### src/rtl/tod_pkg.sv
package tod_pkg;

  // Write-port targets
  typedef enum logic [1:0] {
    SEL_SEC_LO = 2'd0,
    SEL_SEC_HI = 2'd1,
    SEL_SUB    = 2'd2,
    SEL_CMD    = 2'd3
  } todSel_e;

  // Command bit positions inside wrData for SEL_CMD
  localparam int CMD_SEC_BIT = 0;
  localparam int CMD_SUB_BIT = 1;

  // Strobes from control to datapath
  typedef struct packed {
    logic loadSec;
    logic loadSub;
  } todStrobe_t;

endpackage

### src/rtl/tod_ctrl.sv
module tod_ctrl
  import tod_pkg::*;
#(
  parameter int DATA_W  = 32,
  parameter int SEC_W   = 40,
  parameter int SUB_W   = 27,
  parameter int SUB_MAX = 124999999
) (
  input  logic              clk,
  input  logic              rstN,
  input  logic              wrEn,
  input  logic [1:0]        wrSel,
  input  logic [DATA_W-1:0] wrData,
  output todStrobe_t        strb,
  output logic [SEC_W-1:0]  stagedSec,
  output logic [SUB_W-1:0]  stagedSub,
  output logic              timeValid
);

  localparam int HI_W = SEC_W - DATA_W;
  localparam logic [DATA_W-1:0] SUB_MAX_D = DATA_W'(SUB_MAX);
  localparam logic [SUB_W-1:0]  SUB_MAX_S = SUB_W'(SUB_MAX);

  logic [DATA_W-1:0] secLoReg;
  logic [HI_W-1:0]   secHiReg;
  logic [SUB_W-1:0]  subReg;
  logic [SUB_W-1:0]  subWrVal;
  logic              secDone;
  logic              subDone;
  logic              cmdHit;

  assign cmdHit = wrEn && (wrSel == SEL_CMD);

  // Clip an oversize sub-second value unless the counter range fills its width
  generate
    if (SUB_MAX == (2 ** SUB_W) - 1) begin : g_noClip
      assign subWrVal = wrData[SUB_W-1:0];
    end else begin : g_clip
      assign subWrVal = (wrData > SUB_MAX_D) ? SUB_MAX_S : wrData[SUB_W-1:0];
    end
  endgenerate

  // Staging registers
  always_ff @(posedge clk or negedge rstN) begin
    if (!rstN) begin
      secLoReg <= '0;
      secHiReg <= '0;
      subReg   <= '0;
    end else if (wrEn) begin
      case (wrSel)
        SEL_SEC_LO: secLoReg <= wrData;
        SEL_SEC_HI: secHiReg <= wrData[HI_W-1:0];
        SEL_SUB:    subReg   <= subWrVal;
        default:    ;
      endcase
    end
  end

  // Self-clearing one-shot strobes
  always_ff @(posedge clk or negedge rstN) begin
    if (!rstN) begin
      strb <= '0;
    end else begin
      strb.loadSec <= cmdHit && wrData[CMD_SEC_BIT];
      strb.loadSub <= cmdHit && wrData[CMD_SUB_BIT];
    end
  end

  // Loaded-since-reset tracking
  always_ff @(posedge clk or negedge rstN) begin
    if (!rstN) begin
      secDone <= 1'b0;
      subDone <= 1'b0;
    end else begin
      secDone <= secDone | strb.loadSec;
      subDone <= subDone | strb.loadSub;
    end
  end

  assign stagedSec = {secHiReg, secLoReg};
  assign stagedSub = subReg;
  assign timeValid = secDone & subDone;

endmodule

### src/rtl/tod_datapath.sv
module tod_datapath
  import tod_pkg::*;
#(
  parameter int SEC_W   = 40,
  parameter int SUB_W   = 27,
  parameter int SUB_MAX = 124999999
) (
  input  logic             clk,
  input  logic             rstN,
  input  todStrobe_t       strb,
  input  logic [SEC_W-1:0] stagedSec,
  input  logic [SUB_W-1:0] stagedSub,
  output logic [SEC_W-1:0] secOut,
  output logic [SUB_W-1:0] subOut,
  output logic             ppsPulse
);

  localparam logic [SUB_W-1:0] SUB_LAST = SUB_W'(SUB_MAX);

  logic [SEC_W-1:0] secCnt;
  logic [SUB_W-1:0] subCnt;
  logic             atLast;
  logic             wrapNow;
  logic             ppsReg;

  assign atLast  = (subCnt == SUB_LAST);
  assign wrapNow = atLast && !strb.loadSub;

  always_ff @(posedge clk or negedge rstN) begin
    if (!rstN) begin
      subCnt <= '0;
    end else if (strb.loadSub) begin
      subCnt <= stagedSub;
    end else if (atLast) begin
      subCnt <= '0;
    end else begin
      subCnt <= subCnt + 1'b1;
    end
  end

  always_ff @(posedge clk or negedge rstN) begin
    if (!rstN) begin
      secCnt <= '0;
    end else if (strb.loadSec) begin
      secCnt <= stagedSec;
    end else if (wrapNow) begin
      secCnt <= secCnt + 1'b1;
    end
  end

  always_ff @(posedge clk or negedge rstN) begin
    if (!rstN) ppsReg <= 1'b0;
    else       ppsReg <= wrapNow;
  end

  assign secOut   = secCnt;
  assign subOut   = subCnt;
  assign ppsPulse = ppsReg;

endmodule

### src/rtl/tod_counter.sv
module tod_counter
  import tod_pkg::*;
#(
  parameter int DATA_W  = 32,
  parameter int SEC_W   = 40,
  parameter int SUB_W   = 27,
  parameter int SUB_MAX = 124999999
) (
  input  logic              clk,
  input  logic              rstN,
  input  logic              wrEn,
  input  logic [1:0]        wrSel,
  input  logic [DATA_W-1:0] wrData,
  output logic [SEC_W-1:0]  secOut,
  output logic [SUB_W-1:0]  subOut,
  output logic              ppsPulse,
  output logic              timeValid
);

  todStrobe_t       strbBus;
  logic [SEC_W-1:0] stagedSec;
  logic [SUB_W-1:0] stagedSub;

  tod_ctrl #(
    .DATA_W (DATA_W),
    .SEC_W  (SEC_W),
    .SUB_W  (SUB_W),
    .SUB_MAX(SUB_MAX)
  ) ctrl_i (
    .clk      (clk),
    .rstN     (rstN),
    .wrEn     (wrEn),
    .wrSel    (wrSel),
    .wrData   (wrData),
    .strb     (strbBus),
    .stagedSec(stagedSec),
    .stagedSub(stagedSub),
    .timeValid(timeValid)
  );

  tod_datapath #(
    .SEC_W  (SEC_W),
    .SUB_W  (SUB_W),
    .SUB_MAX(SUB_MAX)
  ) dp_i (
    .clk      (clk),
    .rstN     (rstN),
    .strb     (strbBus),
    .stagedSec(stagedSec),
    .stagedSub(stagedSub),
    .secOut   (secOut),
    .subOut   (subOut),
    .ppsPulse (ppsPulse)
  );

endmodule

### config.mk
export PLATFORM = sky130hd
export DESIGN_NAME = tod_counter
export DESIGN_NICKNAME = d
export VERILOG_FILES = /design/src/rtl/tod_pkg.sv /design/src/rtl/tod_ctrl.sv /design/src/rtl/tod_datapath.sv /design/src/rtl/tod_counter.sv
export SDC_FILE = /design/constraint.sdc
export NUM_CORES = 1
export LEC_CHECK = 0
export ABC_AREA = 1
export BUFFER_PORTS_ARGS = -buffer_cell sky130_fd_sc_hd__buf_2
export CORE_MARGIN = 8
export CORE_UTILIZATION = 40
export DETAILED_ROUTE_END_ITERATION = 12
export MAX_ROUTING_LAYER = met4
export PLACE_DENSITY = 0.68
export SLEW_MARGIN = 20
export SYNTH_ARGS = -nofsm -noshare
export SYNTH_HDL_FRONTEND = slang
export SYNTH_SLANG_ARGS = --single-unit
### constraint.sdc
create_clock -name clk -period 3 [get_ports clk]
set_clock_uncertainty 0.15 [all_clocks]
set_input_delay 0.75 -clock clk [delete_from_list [all_inputs] [get_ports clk]]
set_output_delay 0.75 -clock clk [all_outputs]
set_load 0.1 [all_outputs]
* After elaboration in Yosys (flattened, before gate mapping)
Index checks and enable logic that the tools add are counted.
Word-level totals: bits in registers 139, input bits 37
Cells by class: $add $sub $neg 2, order comparisons 1, eq/ne operators 4, mux-type cells 5, bitwise gates (word level) 3, reductions and logical operators 10
Operator list (number):
- two-way mux 27 bit | 3
- two-way mux 40 bit | 2
- adder 40 x 1 -> 40 bit (second input constant) | 1
- greater-than comparator 32 x 27 -> 1 bit (second input constant) | 1
- adder 27 x 1 -> 27 bit (second input constant) | 1
- equality test 27 bit (second input constant) | 1
- AND reduction 2 bit | 3
- equality test 2 bit (second input constant) | 2
- logical AND 1 bit | 4
- equality test 2 x 1 -> 1 bit (second input constant) | 1
- logical NOT 2 bit | 1
- OR 1 bit | 2
- nonzero test 2 bit | 1
- bitwise AND 1 bit | 1
- logical NOT 1 bit | 1

* Longest topological paths before layout
Gate-level depths: netlist (run 1).
word-level depth 4, mapped depth 12

* By module
Synthesis (run 1) repeated with hierarchy kept, for this count alone.
Second synthesis, totals: cell total of the unflattened synthesis 1132, area total of the unflattened synthesis 8071.5 um2
Modules (own cells, without submodules):
- tod_datapath | times used 1, cells each 788, area each 4922.2 um2, seq. area each 1701.6 um2
- tod_ctrl | times used 1, cells each 344, area each 3149.3 um2, seq. area each 1776.7 um2

* Worst setup path after synthesis (run 1)
Ideal clock, no wire load.
path kind flip-flop to flip-flop, from register dp_i.subCnt[0], in the netlist dp_i.subOut[0], to register dp_i.secCnt[26], in the netlist dp_i.secOut[26], arrival time 2.430 ns, data required time 2.721 ns, path slack 0.291 ns, stages on the path, launching flop included 13, buffers on the path 2, period minus slack after synthesis 2.709 ns, path through dfrtp_1 -> ha_1 -> nand2_1 -> nor2_4 -> nand3_2 -> nor2_4 -> nand3_4 -> nand2_2 -> inv_2 -> buf_6 -> buf_6 -> nand2_1 -> nand3_1
On the way: longest elaborated chain between the ends 3
Ends and longest elaborated chain:
- start, declared | RTL line tod_datapath.sv:21 | logic [SUB_W-1:0] subCnt;
- start signal, assigned | RTL line tod_datapath.sv:33 | subCnt <= stagedSub;
- start signal, assigned | RTL line tod_datapath.sv:37 | subCnt <= subCnt + 1'b1;
- equality test 27 bit | RTL line tod_datapath.sv:26 | assign atLast = (subCnt == SUB_LAST);
- logical AND 1 bit | RTL line tod_datapath.sv:27 | assign wrapNow = atLast && !strb.loadSub;
- nonzero test 2 bit (no line)
- end signal, assigned | RTL line tod_datapath.sv:45 | secCnt <= stagedSec;
- end signal, assigned | RTL line tod_datapath.sv:47 | secCnt <= secCnt + 1'b1;
- end, declared | RTL line tod_datapath.sv:20 | logic [SEC_W-1:0] secCnt;
Every way passes these cells. A chain may end at the register's enable or synchronous reset.

* Final worst setup path (run 1)
from register dp_i.subCnt[0], in the netlist dp_i.subOut[0], to register dp_i.secCnt[13], in the netlist dp_i.secOut[13]
The elaborated chain is that of the path after synthesis.

==> results of run 1 <==
[per-stage QoR]
stage          area (µm²)  instances  power, mW  hold WS, ns  setup slack [ns]
6_report             9270       1482       7.48        0.132             0.558
3_3_place_gp         8620       1449       5.17        0.300             0.630
3_5_place_dp         8620       1449       5.19        0.299             0.551
4_1_cts              9260       1481       7.51        0.152             0.559
2_1_floorplan        7760       1094       4.61        0.287             0.291
5_1_grt              9270       1482       7.78        0.155             0.383
[final cells by class]
| cell class | instances | area (µm²) |
|---|---|---|
| clock buffers | 19 | 443 |
| repair buffers | 121 | 677 |
| clock inverters | 13 | 198 |
| diodes | 1 | 2.50 |
| flip-flops and latches | 139 | 3480 |
| well taps | 265 | 332 |
| inverters | 111 | 417 |
| fillers | 2007 | 10000 |
| multi-input cells | 813 | 3720 |
[per-layer routing]
metal | up-vias | global-route usage, %
met5 | - | -
met4 | 0 | 5.41
met3 | 24 | 4.49
met2 | 224 | 31.9
met1 | 3496 | 27.2
li1 | 3673 | -
[power by group]
| group | total [mW] | internal [mW] | switching, mW |
|---|---|---|---|
| Sequential | 2.59 | 2.18 | 0.408 |
| Combinational | 2.58 | 0.470 | 2.11 |
| Clock | 2.31 | 1.49 | 0.817 |
[cells in the mapped netlist (4+ instances only)]
| master | instances |
|---|---|
| nand2_1 | 410 |
| dfrtp_1 | 139 |
| nor2_1 | 120 |
| nand3_1 | 108 |
| inv_1 | 106 |
| o21ai_0 | 59 |
| clkbuf_1 | 19 |
| nand4_1 | 18 |
| xor2_1 | 17 |
| xnor2_1 | 14 |
| or2_2 | 13 |
| nand3b_1 | 11 |
| nor3_1 | 10 |
| mux2_2 | 7 |
| o22ai_1 | 6 |
| buf_2 | 5 |
| inv_2 | 5 |
| nor2_4 | 4 |
[cell families (layout without fill, tap and decap cells)]
family	count (synthesis)	after routing	synth area share (%)
xor+xnor	31	31	3.50
flops	139	139	44.8
other cells	0	1	0
fa+ha+maj	2	2	0.323
mux	7	7	1.02
buf+inv	142	264	7.29
simple gates	701	701	38.2
compound gates	72	72	4.85
[sequential cells by signal, summed over array words and instances, names as in the netlist]
name              cells
ctrl_i.secLoReg      32
ctrl_i.subDone        1
ctrl_i.stagedSub     27
ctrl_i.strb           2
dp_i.ppsPulse         1
dp_i.secOut          40
ctrl_i.secDone        1
dp_i.subOut          27
ctrl_i.secHiReg       8
[worst min path at each step]
stage / start / end / slack, ns / cells after the start
floorplan: ctrl_i.secDone$_DFF_PN0_ / ctrl_i.secDone$_DFF_PN0_ / 0.29 / 1
global placement: ctrl_i.subDone$_DFF_PN0_ / ctrl_i.subDone$_DFF_PN0_ / 0.30 / 1
detailed placement: ctrl_i.subDone$_DFF_PN0_ / ctrl_i.subDone$_DFF_PN0_ / 0.30 / 1
CTS: rstN / dp_i.subOut[9]$_DFF_PN0_ / 0.15 / 1
global route: rstN / dp_i.subOut[15]$_DFF_PN0_ / 0.15 / 1
finish: rstN / dp_i.subOut[15]$_DFF_PN0_ / 0.13 / 1
==> metrics.yaml, run 1 <==
cts_max_level: 4
min_period_over_period_pct: 81.4
start_util_pct: 40.3
r2r_setup_slack_ns: 0.56
yosysUniqueCellTypes: 32
synth-edff-count: 0
gp_congestion: 0.957
grt_max_degree: 53
antenna_found_initial: 1
async_flop_share_pct: 100
drive_above_1_share_pct: 15.5
nets: 1242
critPathMaxFanout: 39
critPathTopFamily: "simple AND/OR/NAND/NOR gates"
cts-root-buf: "clkbuf_16"
maxSlewHeadroom_pct: 54.2
endpoint_kind: "flop"
met3_length_mm: 1.34
min_path_type: "in2async"
clkSinkCount: 139
avgSynthCellArea_um2: 7.09
grt_pass1_wl_mm: 38.1
crit_path_top_delay_cell: "dfrtp_1"
cts.path.max_buffers: 2
wl_per_cell_um: 16.0
drt_iter0_drc: 651
syn2layout_area_growth_pct: 19.4
ioPinCount: 106
r2r_cells: 10
wl_met2_mm: 10.9
setup_viol: 0
port-buffer-count: 105
ys_warn_count: 0
ys_seq_elements: 139
yosysTopAreaCellShare_pct: 44.8
cp.arrival_ns: 2.58
peakVddDrop_mv: 0.537
dpl.hpwl_mm: 18.0
routed_via_density: 5.00
critical_path_class: "reg2reg"
postCtsHoldBufs: 0
rr_startpoint: "dp_i.subOut[0]$_DFF_PN0_"
mostFrequentLayoutCells: "nand2_1, dfrtp_1, nor2_1, nand3_1, inv_1"
clock_latency_ns: 0.42
path_cells: "ha_1 > nand2_1 > nor2_4 > nand3_2 > nor2_4 > nand3_4 > nand2_2 > inv_2 > nand2_1 > nand3_1"
synth_top_cell_by_area: "dfrtp_1"
syn_inst: 1094
leakage_nw: 4.47
wl_met1_mm: 11.2
overflow: 0
crit_path_end: "dp_i.secOut[13]$_DFFE_PN0P_"
netlist_area_um2: 7760
firstDrtPassIters: 5
coreArea_um2: 19300
fin_crit_ns: 2.44
postRouteAntennaNets: 0
wl_mm: 23.7
drc: 0
final-max-slew-violation-count: 0
vias: 7417
critical_path_depth: 10
fp.dieH_um: 155
fp.dieArea_um2: 24100
synthFlopType: "dfrtp_1"
crit_buf_inv: 1
grt_use_total_pct: 20.7
layout_commonest_cell: "nand2_1"
tns_ns: 0
worst_pin_slew_ns: 0.685
seq_area_frac_synth_pct: 44.8
p_per_area_nw_per_um2: 807
startpoint: "dp_i.subOut[0]$_DFF_PN0_"
cts_tree: "done"
status: "completed"
cts_resized: 0
synth_area_leaders: "dfrtp_1, nand2_1, nand3_1"
mappedNetlistNets: 1133
hold_violations: 0
startpoint_type: "flop"
final_util_pct: 48.1
fmax_ghz: 0.410
cap_viol_max_count: 0
num_rows: 51
cts_buffers: 17
grt_pass1_vias: 7182
required_ns: 3.14
highest_layer: "met4"
cp_slowest_stage_delay_ns: 0.53
post-cts-setup-buffer-count: 0
dieWidth_um: 155
path_clk_slew_ns: 0.06
reg2reg_to: "dp_i.secOut[13]$_DFFE_PN0P_"
grt_setup_unrepaired: "false"
Power figures use the tool's default switching activity.
==> run 2: changes to the inputs <==
Settings changed: PLACE_DENSITY 0.68 to 0.7.
Clock period 3 ns to 2 ns, I/O delays scaled along.
==> run 2 against run 1 <==
Combinational power increased by 55%. Via count is 1.2% higher. Sequential share of layout area fell by 0.78 points. Count of clock-buffer cells in the layout is 1 lower. Critical path depth decreased by 9. Die area stayed put. Clock power is 64% higher. Critical endpoint is now subOut[11]. Highest routed layer unchanged.
==> metrics.yaml, run 2 (synthesis gave the netlist of run 1 again) <==
cts.path.max_buffers: 2
dp.cells: 1466
ioPinCount: 106
min_from: "wrData[27]"
status: "completed"
dieWidth_um: 155
largest_reg_flops: 40
clock_latency_ns: 0.43
drive_above_1_share_pct: 22.7
maxSlewHeadroom_pct: 65.7
grt_use_total_pct: 20.7
worstHoldEndpoint: "ctrl_i.secLoReg[27]$_DFFE_PN0P_"
gp_congestion: 0.929
hold_violations: 0
fmax_ghz: 0.504
antenna_found_initial: 0
path_cells: "buf_2"
grt_setup_unrepaired: "true"
final-max-slew-violation-count: 0
grt_pass1_vias: 7060
r2r_cells: 10
layout_commonest_cell: "nand2_1"
critPathMaxFanout: 5
worst_pin_slew_ns: 0.518
syn2layout_area_growth_pct: 25.1
layout.cells.non_filler: 1499
clkSinkCount: 139
min_path_type: "in2reg"
firstDrtPassIters: 5
crit_buf_inv: 1
antenna_cells: 0
place_area_um2: 8930
num_rows: 51
hold_path_depth: 2
cts-root-buf: "clkbuf_16"
cp.arrival_ns: 1.33
drt_iter0_drc: 642
rr_startpoint: "dp_i.subOut[1]$_DFF_PN0_"
path_clk_slew_ns: 0.06
setup_viol: 0
peakVddDrop_mv: 0.716
r2r_setup_slack_ns: 0.04
crit_path_top_delay_cell: "buf_2"
wl_mm: 23.9
cts_buffers: 17
overflow: 0
coreArea_um2: 19300
final_design_area_no_fill_um2: 9700
fin_crit_ns: 1.98
cts_max_level: 4
routed_via_density: 5.01
p_per_area_nw_per_um2: 1210
start_util_pct: 40.3
reg2reg_to: "dp_i.secOut[28]$_DFFE_PN0P_"
fp.dieArea_um2: 24100
grt_max_degree: 58
vias: 7504
leakage_nw: 4.53
cap_viol_max_count: 0
cp_slowest_stage_delay_ns: 0.46
grt_pass1_wl_mm: 37.9
endpoint_kind: "output port"
mostFrequentLayoutCells: "nand2_1, nor2_1, inv_1, nand3_1, buf_2"
cts_tree: "done"
fillers: 1915
port-buffer-count: 105
startpoint_type: "flop"
critical_path_class: "reg2out"
drc: 0
nets: 1260
required_ns: 1.35
fp.dieH_um: 155
dpl.hpwl_mm: 18.2
postRouteAntennaNets: 0
critPathTopFamily: "buffers and inverters"
wl_per_cell_um: 15.9
min_period_over_period_pct: 99.2
[run 2: cell type report]
type / count / area (µm²) / area share, %
clock inverter: 14 / 265 / 2.73
tap: 265 / 332 / 3.42
multi-input combinational: 813 / 3810 / 39.2
clock buffer: 18 / 439 / 4.53
timing repair buffer: 139 / 872 / 8.99
sequential: 139 / 3570 / 36.8
inverter: 111 / 422 / 4.35
[run 2: how the worst max path moves through the flow]
stage / from / endpoint / depth (start not counted)
floorplan: dp_i.subOut[0]$_DFF_PN0_ / dp_i.secOut[32]$_DFFE_PN0P_ / 12
global placement: dp_i.subOut[1]$_DFF_PN0_ / dp_i.secOut[21]$_DFFE_PN0P_ / 10
detailed placement: wrData[31] / ctrl_i.stagedSub[9]$_DFFE_PN0P_ / 7
CTS: dp_i.secOut[0]$_DFFE_PN0P_ / dp_i.secOut[32]$_DFFE_PN0P_ / 10
global route: dp_i.subOut[1]$_DFF_PN0_ / dp_i.secOut[28]$_DFFE_PN0P_ / 10
finish: dp_i.subOut[11]$_DFF_PN0_ / subOut[11] / 1
[run 2: repair_timing]
action                                 CTS  global route
buffers inserted                         0             0
hold buffers                             1             0
endpoints found under the hold margin   31             0
resized for setup                        9            12
setup endpoints to repair               47            29
[run 2: layer usage]
layer  up-vias  routed length (µm)  track usage [%]
li1       3706                   -                -
met1      3549               10900             27.2
met2       217               11000             32.2
met3        32                1510             3.38
met4         0                 456             6.98
met5         -                   0                -
[run 2: per-stage QoR]
stage / util (%) / power (mW) / hold slack (ns) / setup WS [ns] / setup TNS (ns)
final: 50.4 / 11.8 / 0.172 / 0.0164 / 0
after global placement: 46.3 / 7.93 / 0.281 / 0.00899 / 0
after detailed placement: 46.3 / 7.97 / 0.280 / -0.0624 / -0.892
after floorplan: - / 7.03 / 0.0544 / -0.136 / -2.25
after CTS: 50.1 / 11.8 / 0.156 / 0.00394 / 0
after global routing: 50.4 / 12.2 / 0.172 / -0.0362 / -0.208
[run 2: report_power, final]
part           internal [mW]  switching [mW]  leakage [nW]  total (mW)
Combinational          0.790            3.22          2.58        4.01
Clock                   2.51            1.28         0.337        3.79
Sequential              3.34           0.616          1.62        3.95
Total                   6.63            5.12          4.53        11.8
==> run 3: changes to the inputs <==
Settings changed: CTS_BUF_LIST set to sky130_fd_sc_hd__clkbuf_8.
==> run 3 against run 2 <==
Highest routed layer unchanged. Utilization shrank 0.45 points. Hold slack lost 0.026 ns. First-iteration DRC count grew 2.5%. Critical path depth is the same. Total power shrank 6.2%. Via count grew 0.83%. Cell area shrank 0.90%. Cell count is the same.
==> metrics.yaml, run 3 (synthesis gave the netlist of run 1 again) <==
startpoint_type: "flop"
use_met3_pct: 3.41
fmax_ghz: 0.510
critical_path_class: "reg2out"
clock_latency_ns: 0.45
clkSinkCount: 139
drive_above_1_share_pct: 22.6
wl_mm: 23.9
setup_slack_ns: 0.0388
setup_viol: 0
fp.dieH_um: 155
ioPinCount: 106
final_util_pct: 49.9
critPathMaxFanout: 4
p_per_area_nw_per_um2: 1150
nets: 1260
largest_reg_flops: 40
dp_slack_ns: -0.0624
cts_tree: "done"
layout_commonest_cell: "nand2_1"
gp_congestion: 0.929
post-cts-setup-buffer-count: 0
start_util_pct: 40.3
routed_via_density: 5.05
dieWidth_um: 155
cp_slowest_stage_delay_ns: 0.44
fin_crit_ns: 1.96
firstDrtPassIters: 5
path_clk_slew_ns: 0.08
leakage_nw: 4.45
num_rows: 51
fp.dieArea_um2: 24100
cap_viol_max_count: 0
status: "completed"
grt_setup_unrepaired: "true"
cts.path.max_buffers: 2
cp.arrival_ns: 1.31
path_cells: "buf_2"
drc: 0
worst_pin_slew_ns: 0.504
min_period_over_period_pct: 98.1
final-max-slew-violation-count: 0
wl_per_cell_um: 16.0
postRouteAntennaNets: 0
overflow: 0
cts_max_level: 4
maxSlewHeadroom_pct: 66.4
crit_buf_inv: 1
required_ns: 1.35
r2r_setup_slack_ns: 0.07
peakVddDrop_mv: 0.672
antenna_found_initial: 0
crit_path_top_delay_cell: "buf_2"
grt_pass1_vias: 7095
drt_iter0_drc: 658
power_mw: 11.0
hold_violations: 0
dpl.hpwl_mm: 18.2
met1_usage_pct: 27.1
coreArea_um2: 19300
critPathTopFamily: "buffers and inverters"
endpoint_kind: "output port"
place_area_um2: 8930
vias: 7566
min_path_type: "in2reg"
use_met2_pct: 32.4
port-buffer-count: 105
grt_max_degree: 58
cts_buffers: 17
grt_use_total_pct: 20.6
final_design_area_no_fill_um2: 9620
cts-root-buf: "clkbuf_8"
syn2layout_area_growth_pct: 24.0
mostFrequentLayoutCells: "nand2_1, nor2_1, inv_1, nand3_1, dfrtp_1"
top_usage_layer: "met2"
antenna_cells: 0
grt_pass1_wl_mm: 37.9
-- run 3: cell types whose count changed in the layout (fill, tap and decap cells not counted), sizes merged --
cell    delta
clkbuf    +20
buf       -20
-- run 3: path summary, 6_finish.rpt --
kind / to / start / depth (start not counted)
max: subOut[4] / dp_i.subOut[4]$_DFF_PN0_ / 1
max in group asynchronous: dp_i.secOut[21]$_DFFE_PN0P_ / rstN / 3
min: ctrl_i.secLoReg[27]$_DFFE_PN0P_ / wrData[27] / 2
max reg2reg: dp_i.secOut[34]$_DFFE_PN0P_ / dp_i.subOut[1]$_DFF_PN0_ / 10
min in group asynchronous: dp_i.subOut[24]$_DFF_PN0_ / rstN / 2
min reg2reg: ctrl_i.secDone$_DFF_PN0_ / ctrl_i.secDone$_DFF_PN0_ / 1
-- run 3: timing repair --
item                                    CTS  global route
endpoints found under the setup margin   66            51
hold endpoints to repair                 31             0
hold buffers                              1             0
gates resized for setup                  29            34
-- run 3: area by class of cell --
| class | count | area [µm²] |
|---|---|---|
| Inverter | 111 | 422 |
| Clock buffer | 18 | 248 |
| Fill cell | 1925 | 9660 |
| Multi-Input combinational cell | 813 | 3800 |
| Tap cell | 265 | 332 |
| Clock inverter | 14 | 265 |
| Sequential cell | 139 | 3570 |
| Timing Repair Buffer | 139 | 981 |
-- run 3: where the power goes --
group | internal, mW | switching, mW | leakage (nW)
Sequential | 3.33 | 0.629 | 1.62
Combinational | 0.892 | 3.23 | 2.59
Clock | 1.78 | 1.16 | 0.250
-- run 3: routing by layer --
metal,vias up,wire length [µm],part of all wire [%]
met4,0,442,1.8
met1,3607,11000,46
li1,3696,-,-
met5,-,0,0
met2,236,11100,46
met3,27,1390,5.8
-- run 3: through the flow --
step,setup TNS (ns),hold WS (ns),cells
2_1_floorplan,-2.25,0.0544,1094
3_3_place_gp,0,0.281,1466
3_5_place_dp,-0.892,0.280,1466
4_1_cts,0,0.126,1499
5_1_grt,-0.229,0.134,1499
6_report,0,0.146,1499
